## src/rtl/burst_col_gen.sv

```systemverilog
module burst_col_gen #(
  parameter int COL_W = 8
) (
  input  logic             clk,
  input  logic             rst_n,
  input  logic             start,
  input  logic             stop,
  input  logic [COL_W-1:0] start_col,
  input  logic [2:0]       len_sel,
  input  logic             ilv,
  output logic [COL_W-1:0] col,
  output logic             busy,
  output logic             last,
  output logic             cfg_err
);
  localparam logic [COL_W-1:0] ALL1 = {COL_W{1'b1}};

  logic             busy_q, full_q, ilv_q, err_q;
  logic [COL_W-1:0] base_q, beat_q, mask_q;
  logic [COL_W-1:0] mask_d;
  logic             full_d, err_d;

  always_comb begin
    mask_d = '0;
    full_d = 1'b0;
    err_d  = 1'b0;
    case (len_sel)
      3'b000: mask_d = '0;
      3'b001: mask_d = COL_W'(1);
      3'b010: mask_d = COL_W'(3);
      3'b011: mask_d = COL_W'(7);
      3'b111: begin
        if (ilv) err_d = 1'b1;
        else begin
          mask_d = ALL1;
          full_d = 1'b1;
        end
      end
      default: err_d = 1'b1;
    endcase
  end

  always_ff @(posedge clk or negedge rst_n) begin
    if (!rst_n) begin
      busy_q <= 1'b0;
      full_q <= 1'b0;
      ilv_q  <= 1'b0;
      err_q  <= 1'b0;
      base_q <= '0;
      beat_q <= '0;
      mask_q <= '0;
    end else if (start) begin
      busy_q <= 1'b1;
      full_q <= full_d;
      ilv_q  <= ilv & ~err_d;
      err_q  <= err_d;
      base_q <= start_col;
      beat_q <= '0;
      mask_q <= mask_d;
    end else if (stop || last) begin
      busy_q <= 1'b0;
    end else if (busy_q) begin
      beat_q <= beat_q + 1'b1;
    end
  end

  wire [COL_W-1:0] low_seq = (base_q + beat_q) & mask_q;
  wire [COL_W-1:0] low_ilv = (base_q ^ beat_q) & mask_q;

  assign col     = (base_q & ~mask_q) | (ilv_q ? low_ilv : low_seq);
  assign busy    = busy_q;
  assign last    = busy_q & ~full_q & (beat_q == mask_q);
  assign cfg_err = busy_q & err_q;


  start_loads_chk: assert property (@(posedge clk) disable iff (!rst_n)
    start |=> busy && col == $past(start_col));


  upper_hold_chk: assert property (@(posedge clk) disable iff (!rst_n)
    busy && !start && !stop && !last |=> busy && ((col & ~mask_q) == ($past(col) & ~mask_q)));


  last_ends_chk: assert property (@(posedge clk) disable iff (!rst_n)
    last && !start |=> !busy);


  stop_ends_chk: assert property (@(posedge clk) disable iff (!rst_n)
    stop && !start |=> !busy);


  bad_cfg_chk: assert property (@(posedge clk) disable iff (!rst_n)
    start && len_sel[2] && (len_sel != 3'b111 || ilv) |=> cfg_err && last && col == $past(start_col));


  full_no_last_chk: assert property (@(posedge clk) disable iff (!rst_n)
    start && len_sel == 3'b111 && !ilv |=> busy && !last && !cfg_err);
endmodule

```

## config.mk

```make
export PLATFORM = sky130hd
export DESIGN_NAME = burst_col_gen
export DESIGN_NICKNAME = d
export VERILOG_FILES = /design/src/rtl/burst_col_gen.sv
export SDC_FILE = /design/constraint.sdc
export NUM_CORES = 1
export LEC_CHECK = 0
export ABC_CLOCK_PERIOD_IN_PS = 5250
export CAP_MARGIN = 20
export CELL_PAD_IN_SITES_DETAIL_PLACEMENT = 0
export CELL_PAD_IN_SITES_GLOBAL_PLACEMENT = 2
export CORE_UTILIZATION = 34
export CTS_CLUSTER_DIAMETER = 40
export CTS_CLUSTER_SIZE = 24
export DETAILED_ROUTE_END_ITERATION = 10
export PLACE_DENSITY = 0.91
export SYNTH_ARGS = -nofsm -noshare
export SYNTH_HDL_FRONTEND = slang
export SYNTH_SLANG_ARGS = --single-unit
```

## constraint.sdc

```tcl
create_clock -name clk -period 5.25 [get_ports clk]
set_input_delay 1.3125 -clock clk [delete_from_list [all_inputs] [get_ports clk]]
set_output_delay 1.3125 -clock clk [all_outputs]
set_load 0.01 [all_outputs]
```

== Word-level counts from Yosys, hierarchy flattened ==
Cells that the tools add are included.

* Register bits after elaboration: 28
* Input port bits: 16
* Output and inout bits: 11
* Word-level logic and storage cells: 45

* Add/sub/neg operators: 2
* Equal/unequal tests: 6
* Mux-type cells: 12
* Bitwise operators: 12
* Reductions and logical operators: 6

{| class="wikitable"
|+ Operators by type and width
! cell !! number
|-
| $mux W8 || 5
|-
| $pmux W8 S4 || 1
|-
| $and A8 B8 Y8 || 3
|-
| $add A8 B1 Y8 const B || 1
|-
| $add A8 B8 Y8 || 1
|-
| $eq A8 B8 Y1 || 1
|-
| $not A8 Y8 || 1
|-
| $or A8 B8 Y8 || 1
|-
| $xor A8 B8 Y8 || 1
|-
| $eq A3 B2 Y1 const B || 2
|-
| $mux W1 || 5
|-
| $and A1 B1 Y1 || 4
|-
| $reduce_bool A2 Y1 || 2
|-
| $reduce_or A4 Y1 || 1
|-
| $eq A3 B1 Y1 const B || 1
|-
| $eq A3 B3 Y1 const B || 1
|-
| $logic_not A3 Y1 || 1
|-
| $ne A2 B2 Y1 const B || 1
|-
| $not A1 Y1 || 2
|-
| $pmux W1 S2 || 1
|-
| $reduce_and A2 Y1 || 1
|-
| $logic_or A1 B1 Y1 || 1
|}

== Longest topological paths before layout ==
* Word-level depth: 6
* Gate-level depth with buffers: 8
* Mapped depth without buffers: 8

== Worst setup path before layout ==
OpenSTA, ideal clock, no wires.

* Kind: register -> output
* Start point: reg beat_q[0]
* End point: out col[6]
* Arrival: 2.029 ns
* Data required time: 3.938 ns
* Path slack: 1.908 ns
* Stages on the path, launching flop included: 9
* Path buffers: 0
* Path through: dfrtp_1 -> ha_1 -> inv_1 -> fa_1 -> nand2b_1 -> a211oi_1 -> a31oi_1 -> xnor2_1 -> mux2_2

* Word-level cells in the longest chain between the ends: 4

{| class="wikitable"
|+ RTL lines
! item !! line !! source
|-
| from (decl) || 19 || <nowiki>logic [COL_W-1:0] base_q, beat_q, mask_q;</nowiki>
|-
| from (signal assigned) || 63 || <nowiki>beat_q <= beat_q + 1'b1;</nowiki>
|-
| $add A8 B8 Y8 || 67 || <nowiki>wire [COL_W-1:0] low_seq = (base_q + beat_q) & mask_q;</nowiki>
|-
| $and A8 B8 Y8 || 67 ||
|-
| $mux W8 || 70 || <nowiki>assign col = (base_q & ~mask_q) | (ilv_q ? low_ilv : low_seq);</nowiki>
|-
| $or A8 B8 Y8 || 70 ||
|-
| to (decl) || 11 || <nowiki>output logic [COL_W-1:0] col,</nowiki>
|}

Every way passes these cells.

== Worst setup path after layout ==
Ends and elaborated chain as after synthesis.

==> metrics.cfg <==
[routing]
routed.top_layer = met4
met2_length_um = 1590
wl_met3_um = 91
drt_iter0_drc = 45
wl_per_cell_um = 14.0
drc = 0
routed_wl_um = 3380
vias = 1312
ant_nets = 0
first_pass_iters = 4
wl_met1_um = 1630
routed_via_density = 5.44

[synth]
ys_async_sr_fraction_pct = 100
ys_seq_elements = 23
ys_types = 47
syn-num-nets = 190
synth_seq_area_share_pct = 37.7
synth_area_sq_mm = 0.00153
syn_avg_cell_area_sq_um = 9.24
yosys_warnings = 0
yosysMostFrequentCell = dfrtp_1
synth_edf_count = 0
netlist.area_leader.share_pct = 37.7
yosys-top-cells-area = dfrtp_1 (38%), mux2_2 (6.6%), ha_1 (6.6%), o21ai_0 (3.9%), nor2_1 (3.9%)
netlist_instances = 165
synth_commonest_cells = dfrtp_1 (23), nor2_1 (16), o21ai_0 (12)
yosysTopAreaCell = dfrtp_1
synth_top_flop_cell = dfrtp_1

[global_routing]
overflow = 0
antenna_found_initial = 0
grt_pass1_wl_um = 5650
first_global_vias = 1246
grtUsageTotal_pct = 16.3
grt_max_degree = 32

[critical_path]
critical-path-slowest-cell = dfrtp_1
max_stage_delay_ns = 0.48
worstRegToRegCells = 5
worstSetupPathType = reg -> out
end_kind = output port
crit_cells = 9
critPathBufInv = 2
crit_fanout = 7
path_cells = ha_1 > inv_1 > fa_1 > nand2b_1 > a211oi_1 > a31oi_1 > xnor2_1 > mux2_2 > clkdlybuf4s50_1
worstPathArrival_ns = 2.94
required_ns = 3.94
cpLargestDelayFamily = adder cells
critical_path.startpoint_type = flop

[cts]
clk_pin_slew_worst_paths_ns = 0.08
cts_buffer_depth = 2
postCtsHoldBufs = 0
cts-buffers-inserted = 3
clk-insertion-delay-late_ns = 0.26
postCtsSetupBuffers = 0
cts_tree = yes
cts.sinks = 23
htree_levels = 1
clk_root_buffer_cell = clkbuf_8
post_cts_resized = 0

[sta]
drv_slew = 0
finalHoldViolCount = 0
timing.setup.tns_ns = 0
worst_slack_ns = 0.994
timing.fmax_mhz = 235
period_share_pct = 81.1
rsz0062_at_grt = false
relSlewSlack_pct = 69.5
setup_violations = 0
hold_ws_ns = 0.523
skew_ns = 0.00606
worst_slew_pin_slew_ns = 0.456
period_minus_slack_ns = 4.26

[flow_run]
cap_violations = 0

[placement]
io_buffers = 26
dp_slack_ns = 1.27
dp_hpwl_um = 2480
place_inst = 236
gp_congestion = 0.808

[final_layout]
num-fill-cells = 442
nets = 217
areaGrowthSynthToFinish_pct = 23.8
multi_input_comb_area_sq_um = 881
regArea_sq_um = 576
layout.cells.non_filler = 241
drive_gt1_share_pct = 10.5
antenna_cells = 0

[floorplanning]
dieArea_sq_mm = 0.00476
num_rows = 23
core_sq_mm = 0.00414
die_h_um = 69.0
io_pins = 27
die_w_um = 69.0
initial_core_util_pct = 36.8

[run_status]
status = finished, final reports clean

[power]
power_density_mw_per_mm2 = 232
p_leak_nw = 0.773
ir_worst_vdd_mv = 0.0906

[worst_hold_path]
worstHoldPathType = reg -> reg
hold_path_depth = 2

## worst paths after layout
path / from / to / slack, ns
min in group asynchronous: rst_n / base_q[6] / 1.36
setup / recovery: beat_q[0] / col[6] / 0.99
max in group asynchronous: rst_n / err_q / 3.43
hold reg to reg: err_q / err_q / 0.52
setup reg to reg: beat_q[2] / beat_q[5] / 3.53
hold / removal: err_q / err_q / 0.52
## layout make-up
| class | count | share of cell area, % |
|---|---|---|
| clock buffers | 4 | 2.39 |
| flip-flops and latches | 23 | 30.5 |
| inverters | 11 | 2.19 |
| multi-input cells | 125 | 46.7 |
| repair buffers | 28 | 15.0 |
| well taps | 50 | 3.31 |
## registers in the layout, summed over array words and instances (netlist names)
register,cells
busy,1
err_q,1
base_q,8
mask_q,4
ilv_q,1
beat_q,8
## metrics by stage
step	power [W]	cell area [sq um]	util [%]
CTS	0.000442	1870	45.2
finish	0.000438	1890	45.6
global route	0.000468	1890	45.6
floorplan	0.000274	1530	-
detailed placement	0.000329	1830	44.1
global placement	0.000326	1830	44.1
## tightest hold or removal path: stages (launching register included)
cell and delay (ns):
dfrtp_1 0.38, inv_1 0.05, o21ai_0 0.06
## where the power goes
group          switching [W]  total [W]  internal (W)
Sequential         0.0000159   0.000205      0.000189
Clock              0.0000580   0.000112     0.0000541
Combinational      0.0000559   0.000121     0.0000650
## logic make-up (layout without fill, tap and decap cells)
| kind of cell | after synthesis | after routing | synth area share (%) |
|---|---|---|---|
| DFF | 23 | 23 | 37.7 |
| muxes | 10 | 10 | 7.30 |
| and+or+nand+nor | 55 | 55 | 19.1 |
| adders and majority gates | 9 | 9 | 7.88 |
| xor gates and xnor gates | 11 | 11 | 6.81 |
| AOI/OAI and AO/OA | 40 | 40 | 16.7 |
| buffers and inverters | 17 | 43 | 4.51 |
## layer usage
metal / global-route usage (%) / vias to the layer above
met4: 5.10 / 0
met5: 0 / -
li1: - / 642
met3: 1.97 / 6
met2: 29.4 / 24
met1: 19.9 / 640
## placed cells by master, fill, tap and decap left out, types with 3 or more instances in the layout
cell,Yosys,layout
a21oi_1,11,11
clkbuf_8,0,3
clkdlybuf4s50_1,0,26
dfrtp_1,23,23
ha_1,8,8
inv_1,11,11
mux2_2,9,9
nand2_1,11,11
nand3_1,5,5
nor2_1,16,16
o211ai_1,3,3
o21ai_0,12,12
or3_1,3,3
or4_1,3,3
xnor2_1,6,6
xor2_1,4,4
(Power assumes the default switching activity.)
